File: config.mk
export PLATFORM = sky130hd
export DESIGN_NAME = thr_throttle_ctrl
export DESIGN_NICKNAME = d
export VERILOG_FILES = /design/src/rtl/thr_pkg.sv /design/src/rtl/thr_cycle_timer.sv /design/src/rtl/thr_ratio_stepper.sv /design/src/rtl/thr_throttle_ctrl.sv
export SDC_FILE = /design/constraint.sdc
export NUM_CORES = 1
export LEC_CHECK = 0
export ABC_AREA = 1
export BUFFER_PORTS_ARGS = -buffer_cell sky130_fd_sc_hd__buf_4
export CAP_MARGIN = 0
export CORE_MARGIN = 8
export CORE_UTILIZATION = 52
export DETAILED_ROUTE_END_ITERATION = 8
export PLACE_DENSITY = 0.75
export SYNTH_ARGS = -nofsm -noshare
export SYNTH_HDL_FRONTEND = slang
export SYNTH_SLANG_ARGS = --single-unit
File: constraint.sdc
create_clock -name clk -period 2.3 [get_ports clk]
set_clock_uncertainty 0.15 [all_clocks]
set_input_delay 0.23 -clock clk [delete_from_list [all_inputs] [get_ports clk]]
set_output_delay 0.23 -clock clk [all_outputs]
set_load 0.03 [all_outputs]
File: src/rtl/thr_pkg.sv
package thr_pkg;

    typedef enum logic [2:0] {
        ST_IDLE,
        ST_STOP,
        ST_VREQ,
        ST_WAIT,
        ST_MOD
    } thr_state_e;

endpackage

File: src/rtl/thr_cycle_timer.sv
module thr_cycle_timer #(
    parameter int CNT_W = 8
) (
    input  logic             clk,
    input  logic             rst_n,
    input  logic             load,
    input  logic [CNT_W-1:0] load_val,
    output logic             done
);
    logic [CNT_W-1:0] cnt_d, cnt_q;

    always_comb begin
        cnt_d = cnt_q;
        if (load) begin
            cnt_d = load_val;
        end else if (cnt_q != '0) begin
            cnt_d = cnt_q - CNT_W'(1);
        end
    end

    always_ff @(posedge clk) begin
        if (!rst_n) begin
            cnt_q <= '0;
        end else begin
            cnt_q <= cnt_d;
        end
    end

    assign done = (cnt_q == '0);
endmodule

File: src/rtl/thr_ratio_stepper.sv
module thr_ratio_stepper #(
    parameter int RATIO_W = 6
) (
    input  logic [RATIO_W-1:0] cur,
    input  logic [RATIO_W-1:0] lo,
    input  logic [RATIO_W-1:0] hi,
    output logic [RATIO_W-1:0] dn,
    output logic [RATIO_W-1:0] up,
    output logic               can_dn,
    output logic               can_up
);
    always_comb begin
        can_dn = (cur > lo);
        can_up = (cur < hi);
        dn     = cur - RATIO_W'(1);
        up     = cur + RATIO_W'(1);
    end
endmodule

File: src/rtl/thr_throttle_ctrl.sv
module thr_throttle_ctrl #(
    parameter int RATIO_W        = 6,
    parameter int MARGIN_W       = 8,
    parameter int CLK_MHZ        = 200,
    parameter int STOP_CYCLES    = 400,
    parameter int RECHECK_CYCLES = 200000
) (
    input  logic                clk,
    input  logic                rst_n,
    input  logic [MARGIN_W-1:0] temp_margin,
    input  logic [RATIO_W-1:0]  ratio_min,
    input  logic [RATIO_W-1:0]  ratio_max,
    input  logic                hot_bidir_en,
    input  logic                vr_settled,
    output logic                core_clk_en,
    output logic [RATIO_W-1:0]  cur_ratio,
    output logic                vr_down_req,
    output logic                hot_out,
    output logic                clk_mod_en
);
    import thr_pkg::*;

    localparam int STOP_BUDGET = 2 * CLK_MHZ;
    localparam int MAX_CNT     = (STOP_CYCLES > RECHECK_CYCLES) ? STOP_CYCLES : RECHECK_CYCLES;
    localparam int CNT_W       = $clog2(MAX_CNT + 1);
    localparam logic [CNT_W-1:0] STOP_LOAD = CNT_W'(STOP_CYCLES - 1);
    localparam logic [CNT_W-1:0] WAIT_LOAD = CNT_W'(RECHECK_CYCLES - 1);

    // the gated window must fit the 2 us budget
    generate
        if (STOP_CYCLES > STOP_BUDGET || STOP_CYCLES < 1) begin : g_bad_stop
            $error("STOP_CYCLES outside 1..2us of clock");
        end
        if (RECHECK_CYCLES < 1) begin : g_bad_wait
            $error("RECHECK_CYCLES must be at least 1");
        end
    endgenerate

    typedef struct packed {
        thr_state_e         state;
        logic [RATIO_W-1:0] ratio;
        logic               dir_up;
        logic               hot;
    } thr_regs_t;

    thr_regs_t d, q;

    logic               trip;
    logic               tmr_load;
    logic [CNT_W-1:0]   tmr_val;
    logic               tmr_done;
    logic [RATIO_W-1:0] r_dn, r_up;
    logic               can_dn, can_up;

    assign trip = (temp_margin == '0);

    thr_ratio_stepper #(.RATIO_W(RATIO_W)) u_step (
        .cur    (q.ratio),
        .lo     (ratio_min),
        .hi     (ratio_max),
        .dn     (r_dn),
        .up     (r_up),
        .can_dn (can_dn),
        .can_up (can_up)
    );

    thr_cycle_timer #(.CNT_W(CNT_W)) u_tmr (
        .clk      (clk),
        .rst_n    (rst_n),
        .load     (tmr_load),
        .load_val (tmr_val),
        .done     (tmr_done)
    );

    always_comb begin
        d        = q;
        tmr_load = 1'b0;
        tmr_val  = '0;
        d.hot    = trip & hot_bidir_en;

        unique case (q.state)
            ST_IDLE: begin
                d.ratio = ratio_max;
                if (trip) begin
                    if (can_dn) begin
                        d.state  = ST_STOP;
                        d.ratio  = r_dn;
                        d.dir_up = 1'b0;
                        tmr_load = 1'b1;
                        tmr_val  = STOP_LOAD;
                    end else begin
                        d.state = ST_MOD;
                    end
                end
            end
            ST_STOP: begin
                if (tmr_done) begin
                    if (q.dir_up) begin
                        d.state  = ST_WAIT;
                        tmr_load = 1'b1;
                        tmr_val  = WAIT_LOAD;
                    end else begin
                        d.state = ST_VREQ;
                    end
                end
            end
            ST_VREQ: begin
                if (vr_settled) begin
                    d.state  = ST_WAIT;
                    tmr_load = 1'b1;
                    tmr_val  = WAIT_LOAD;
                end
            end
            ST_WAIT: begin
                if (tmr_done) begin
                    if (trip) begin
                        if (can_dn) begin
                            d.state  = ST_STOP;
                            d.ratio  = r_dn;
                            d.dir_up = 1'b0;
                            tmr_load = 1'b1;
                            tmr_val  = STOP_LOAD;
                        end else begin
                            d.state = ST_MOD;
                        end
                    end else if (can_up) begin
                        d.state  = ST_STOP;
                        d.ratio  = r_up;
                        d.dir_up = 1'b1;
                        tmr_load = 1'b1;
                        tmr_val  = STOP_LOAD;
                    end else begin
                        d.state = ST_IDLE;
                    end
                end
            end
            ST_MOD: begin
                if (!trip) begin
                    d.state  = ST_WAIT;
                    tmr_load = 1'b1;
                    tmr_val  = WAIT_LOAD;
                end
            end
            default: d.state = ST_IDLE;
        endcase
    end

    always_ff @(posedge clk) begin
        if (!rst_n) begin
            q.state  <= ST_IDLE;
            q.ratio  <= ratio_max;
            q.dir_up <= 1'b0;
            q.hot    <= 1'b0;
        end else begin
            q <= d;
        end
    end

    assign core_clk_en = (q.state != ST_STOP);
    assign vr_down_req = (q.state == ST_VREQ);
    assign clk_mod_en  = (q.state == ST_MOD);
    assign hot_out     = q.hot;
    assign cur_ratio   = q.ratio;
endmodule

Word level (Yosys, flattened, before mapping)
Index checks and enable logic that the tools add are counted.

Logic and storage cells: 74. Bits in registers: 29. Output and inout port bits: 10. Input port bits: 24.

Reduce and logical (&&, ||, !) cells: 9. Eq/ne operators: 17. Mux-type cells: 37. Order comparisons: 2. Add/sub/neg operators: 3. Bitwise gates (word level): 1.

Operator list (number): $mux 18 (8); $pmux 18 s5 (1); $mux 10 (3); $mux 9 (3); $mux 7 (3); $logic_not 18->1 (1); $reduce_bool 18->1 (1); $sub 18x1->18 const B (1); $pmux 3 s5 (1); $pmux 7 s2 (1); $mux 3 (4); $ne 2x2->1 const B (6); $mux 1 (11); $ne 3x3->1 const B (3); $logic_not 8->1 (1); $mux 8 (1); $ne 4x4->1 const B (2); $add 6x1->6 const B (1); $eq 3x2->1 const B (2); $gt 6x6->1 (1); $lt 6x6->1 (1); $ne 3x1->1 const B (2); $reduce_and 6->1 (1); $sub 6x1->6 const B (1); 8 further kinds (9).

Longest topological paths before layout
Word-level depth: 6. Gate-level depth with buffers: 15. Mapped depth without buffers: 14.

Modules after synthesis
From an unflattened synthesis, not the netlist that was laid out.

Cell total of the unflattened synthesis: 436. Area, all modules: 2707.6 µm².

By module, submodules not included: thr_cycle_timer (area an instance 1246.2 µm², times used 1, cells each 207); thr_throttle_ctrl (area an instance 948.4 µm², times used 1, cells each 144); thr_ratio_stepper (area an instance 513.0 µm², times used 1, cells each 85).

Worst setup path after synthesis
Ideal clock, no wire load.

Path kind: reg2reg. Start point: reg q (netlist bit cur_ratio[3]). End point: reg q (netlist bit cur_ratio[3]) (data pin). Arrival time: 1.750 ns. Setup time: 0.262 ns. Path slack: 0.138 ns. Clock period less this slack: 2.162 ns. Buffers on the path: 0. Data required time: 1.888 ns. Stages on the path, launching flop included: 10. Cell sequence: edfxtp_1 > ha_1 > nand2_1 > nor2_1 > nand2_1 > nand3_1 > nand3_2 > nand2_1 > nand2_1 > mux2_1.

Longest elaborated chain between the ends: 6.

RTL lines: start, declared (RTL line thr_throttle_ctrl.sv:46) `thr_regs_t d, q;`; $add 6x1->6 / $sub 6x1->6 (equally long branches) (RTL line thr_ratio_stepper.sv:16, thr_ratio_stepper.sv:15); $mux 7 (on tied branches) (RTL line thr_throttle_ctrl.sv:126, thr_throttle_ctrl.sv:117); $mux 10 (RTL line thr_throttle_ctrl.sv:116) `if (trip) begin`; $mux 10 (RTL line thr_throttle_ctrl.sv:115) `if (tmr_done) begin`; $pmux 7 s2 (*) (RTL line thr_throttle_ctrl.sv:81) `unique case (q.state)`; $mux 8 (*) (RTL line thr_throttle_ctrl.sv:149) `if (!rst_n) begin`.

Every way passes the cells marked *; elsewhere a longest branch is shown, timed or not. The select of a mux whose other input is x is not followed. A chain may end at the register's enable or synchronous reset.

Worst setup path after layout
Start point: reg q (netlist bit cur_ratio[5]). End point: reg q (netlist bit cur_ratio[3]) (data pin).

Longest elaborated chain between the ends: 5.

RTL lines: $gt 6x6->1 (RTL line thr_ratio_stepper.sv:13) `can_dn = (cur > lo);`; $mux 7 (RTL line thr_throttle_ctrl.sv:85) `if (can_dn) begin`; $mux 10 (RTL line thr_throttle_ctrl.sv:84) `if (trip) begin`; $pmux 7 s2 (RTL line thr_throttle_ctrl.sv:81); $mux 8 (RTL line thr_throttle_ctrl.sv:149).

No other way between the ends. The select of a mux whose other input is x is not followed.

==> results.json <==
{
  "timing.rr.start": "cur_ratio[5]$_DFFE_PP_",
  "dieArea_mm2": 0.007033,
  "regArea_um2": 640.6,
  "grt_usage_pct": 16.99,
  "fin_cells": 445,
  "cp_common_cell": "nand2_2",
  "yosysSeqAreaShare_pct": 26.75,
  "synth_area_leader_cell": "dfxtp_1",
  "drive_above_1_share_pct": 19.59,
  "rows": 24,
  "grt_start_max_net_pins": 15,
  "ys_warn_count": 0,
  "crit_start": "cur_ratio[5]$_DFFE_PP_",
  "synth_cell_types": 36,
  "clock-root-buffer": "clkbuf_8",
  "pin_count": 34,
  "pre_cts_ws_ns": 0.002326,
  "p_leak_nw": 1.451,
  "dr.pass1.iters": 5,
  "synthesis.area_mm2": 0.002395,
  "rsz0062_at_grt": "true",
  "cp-end-kind": "flop",
  "worstPathMaxFanout": 6,
  "area_growth_pct": 17.03,
  "io_buffers": 33,
  "cp.arrival_ns": 2.08,
  "routed_wl_um": 5794,
  "synth-seq-cells": 29,
  "insertion_delay_ns": 0.29,
  "crit_required_ns": 2.18,
  "place_congestion": 0.9327,
  "hold_viol": 0,
  "nNetsFinal": 431,
  "powerDensity_mw_per_mm2": 1144,
  "top_usage_layer": "met2",
  "synth_top_area_share_pct": 19.23,
  "n_fill_cell": 393,
  "drt_iter0_markers": 176,
  "drv_cap": 0,
  "setup_viol": 0,
  "grt_pass1_wl_um": 10120,
  "start_util_pct": 54.62,
  "min_period_ns": 2.198,
  "crit_path_top_delay_cell": "edfxtp_1",
  "maxSlewHeadroom_pct": 69.37,
  "use_met3_pct": 4.688,
  "clk_path_buf_depth": 2,
  "use_met1_pct": 21.01,
  "use_met2_pct": 27.23,
  "grt_pass1_vias": 2218,
  "synthTopCellsByCount": "nand2_1, inv_1, nor2_1, nand3_1, dfxtp_1",
  "async_flop_share_pct": 0,
  "finalCritPeriodShare_pct": 95.59,
  "irDropWorstVdd_v": 0.0007878,
  "antenna_cells": 0,
  "final_antenna_net_count": 0,
  "cts_hold_buf": 0,
  "mappedNetlistNets": 394,
  "antenna_found_initial": 0,
  "hp-start": "hot_bidir_en",
  "dp_cells": 436,
  "syn_avg_cell_area_um2": 6.746,
  "synth_area_leaders": "dfxtp_1, nand2_1, inv_1",
  "setup_tns_ns": 0,
  "cts_tree": "built",
  "grt_overflow": 0,
  "fp.dieH_um": 83.86,
  "slew_viol_final": 0,
  "wl_per_cell_um": 13.02,
  "postLayoutSetupSlackWorst_ns": 0.1015,
  "final_core_util_pct": 63.93,
  "syn_inst": 355,
  "multi_input_area_mm2": 0.001488,
  "vias_per_cell": 5.225,
  "r2r_slack_ns": 0.10,
  "clk_pin_slew_ns": 0.07,
  "vias": 2325,
  "start_kind": "flop",
  "synthMostInstantiatedCell": "nand2_1",
  "holdWs_ns": 0.08123,
  "ys.flop_type": "dfxtp_1",
  "die_w_um": 83.86,
  "crit_type": "flop to flop",
  "tightest_slew_ns": 0.4589,
  "synth_enable_flop_cells": 6,
  "fmax_mhz": 454.9,
  "numCtsBuffers": 5,
  "clkSinkCount": 29,
  "hold_class": "input pin to flop",
  "slowest_delay_ns": 0.41,
  "core_area_mm2": 0.004384,
  "dp_hpwl_um": 4508,
  "outcome": "finished clean",
  "drcViolationCount": 0,
  "worstPathCellList": "ha_1 > nand2_1 > nor2_2 > nand3_1 > nand3_2 > nand2_2 > nand2_2 > mux2_1",
  "htreeDepth": 2
}
worst paths after layout:
check / cells past startpoint / to
setup reg to reg: 8 / cur_ratio[3]$_DFFE_PP_
hold / removal: 3 / hot_out$_SDFF_PN0_
hold reg to reg: 2 / q[1]$_SDFFE_PN0P_
setup / recovery: 8 / cur_ratio[3]$_DFFE_PP_
per-stage QoR:
step                      total power [mW]  instance area, um^2
after floorplan                      2.360                 2395
after global placement               2.719                 2680
after detailed placement             2.755                 2680
after CTS                            3.175                 2770
after global routing                 3.518                 2803
final                                3.205                 2803
routing by layer:
layer / vias up / wire [um]
met5: - / 0
met4: 0 / 109
met3: 11 / 385
met2: 83 / 2666
met1: 1023 / 2633
li1: 1208 / -
power by group:
part           internal, mW  total [mW]  leakage, nW  switching (mW)
Clock                 0.209       0.412       0.0450           0.203
Combinational         0.744        1.95         1.16            1.20
Sequential            0.694       0.845        0.250           0.151
registers in the layout, summed over array words and instances (netlist names):
signal,count
cur_ratio,6
u_tmr.cnt_q,18
hot_out,1
q,4
repair_timing:
item | CTS | global route
pin swaps | 0 | 2
resized for setup | 0 | 9
setup endpoints to repair | 1 | 20
cloned | 0 | 0
buffers inserted | 1 | 0
cells by family after synthesis:
logic type               Yosys count  share of synthesized area, %
AO/OA/AOI/OAI                     32                         7.315
XOR/XNOR                          15                         5.486
adder cells (fa/ha/maj)           15                         7.837
buffers and inverters             68                         12.43
flip-flops                        29                         26.75
multiplexers                       2                        0.9404
AND/OR/NAND/NOR                  194                         39.24
worst max-delay path, delay by kind of cell (launching register included):
family,cells,cell delay (ns)
adder cells (fa/ha/maj),1,0.31
flip-flops,1,0.41
multiplexers,1,0.34
AND/OR/NAND/NOR,6,0.74
placed cells by master, fill, tap and decap left out:
| cell type | synthesis | routed |
|---|---|---|
| edfxtp_1 | 6 | 6 |
| nand4_1 | 10 | 10 |
| a21oi_1 | 10 | 9 |
| nor3_4 | 1 | 1 |
| a31o_2 | 1 | 1 |
| inv_4 | 1 | 2 |
| nand2_2 | 2 | 5 |
| nand3_2 | 3 | 4 |
| a21oi_2 | 1 | 2 |
| o21ai_2 | 0 | 1 |
| nor2_2 | 3 | 4 |
| clkbuf_1 | 2 | 1 |
| nand3b_1 | 3 | 3 |
| nor2_4 | 4 | 4 |
| nor2_8 | 1 | 1 |
| nand2_1 | 78 | 75 |
| nand2_8 | 0 | 1 |
| o21ai_0 | 15 | 15 |
| nor3_1 | 9 | 9 |
| dfxtp_1 | 23 | 23 |
| ha_1 | 15 | 15 |
| a31oi_1 | 1 | 1 |
| xnor2_1 | 3 | 3 |
| nand2_4 | 3 | 2 |
| o211ai_1 | 2 | 2 |
| xor2_1 | 12 | 12 |
| clkinv_2 | 1 | 2 |
| nand3_4 | 1 | 1 |
| mux2_1 | 2 | 2 |
| clkbuf_8 | 0 | 5 |
| o22ai_1 | 1 | 1 |
| nor2_1 | 47 | 46 |
| buf_4 | 6 | 41 |
| nor4_1 | 1 | 1 |
| inv_1 | 55 | 55 |
| nand3_1 | 28 | 27 |
area by class of cell:
cell class	instances	share of cell area (%)
clock inverter	2	0.3571
sequential	29	22.86
tap	52	2.321
multi-input combinational	258	53.08
clock buffer	6	2.589
timing repair buffer	41	10.98
inverter	57	7.812
Note: power is estimated with default switching activity, not from simulation.
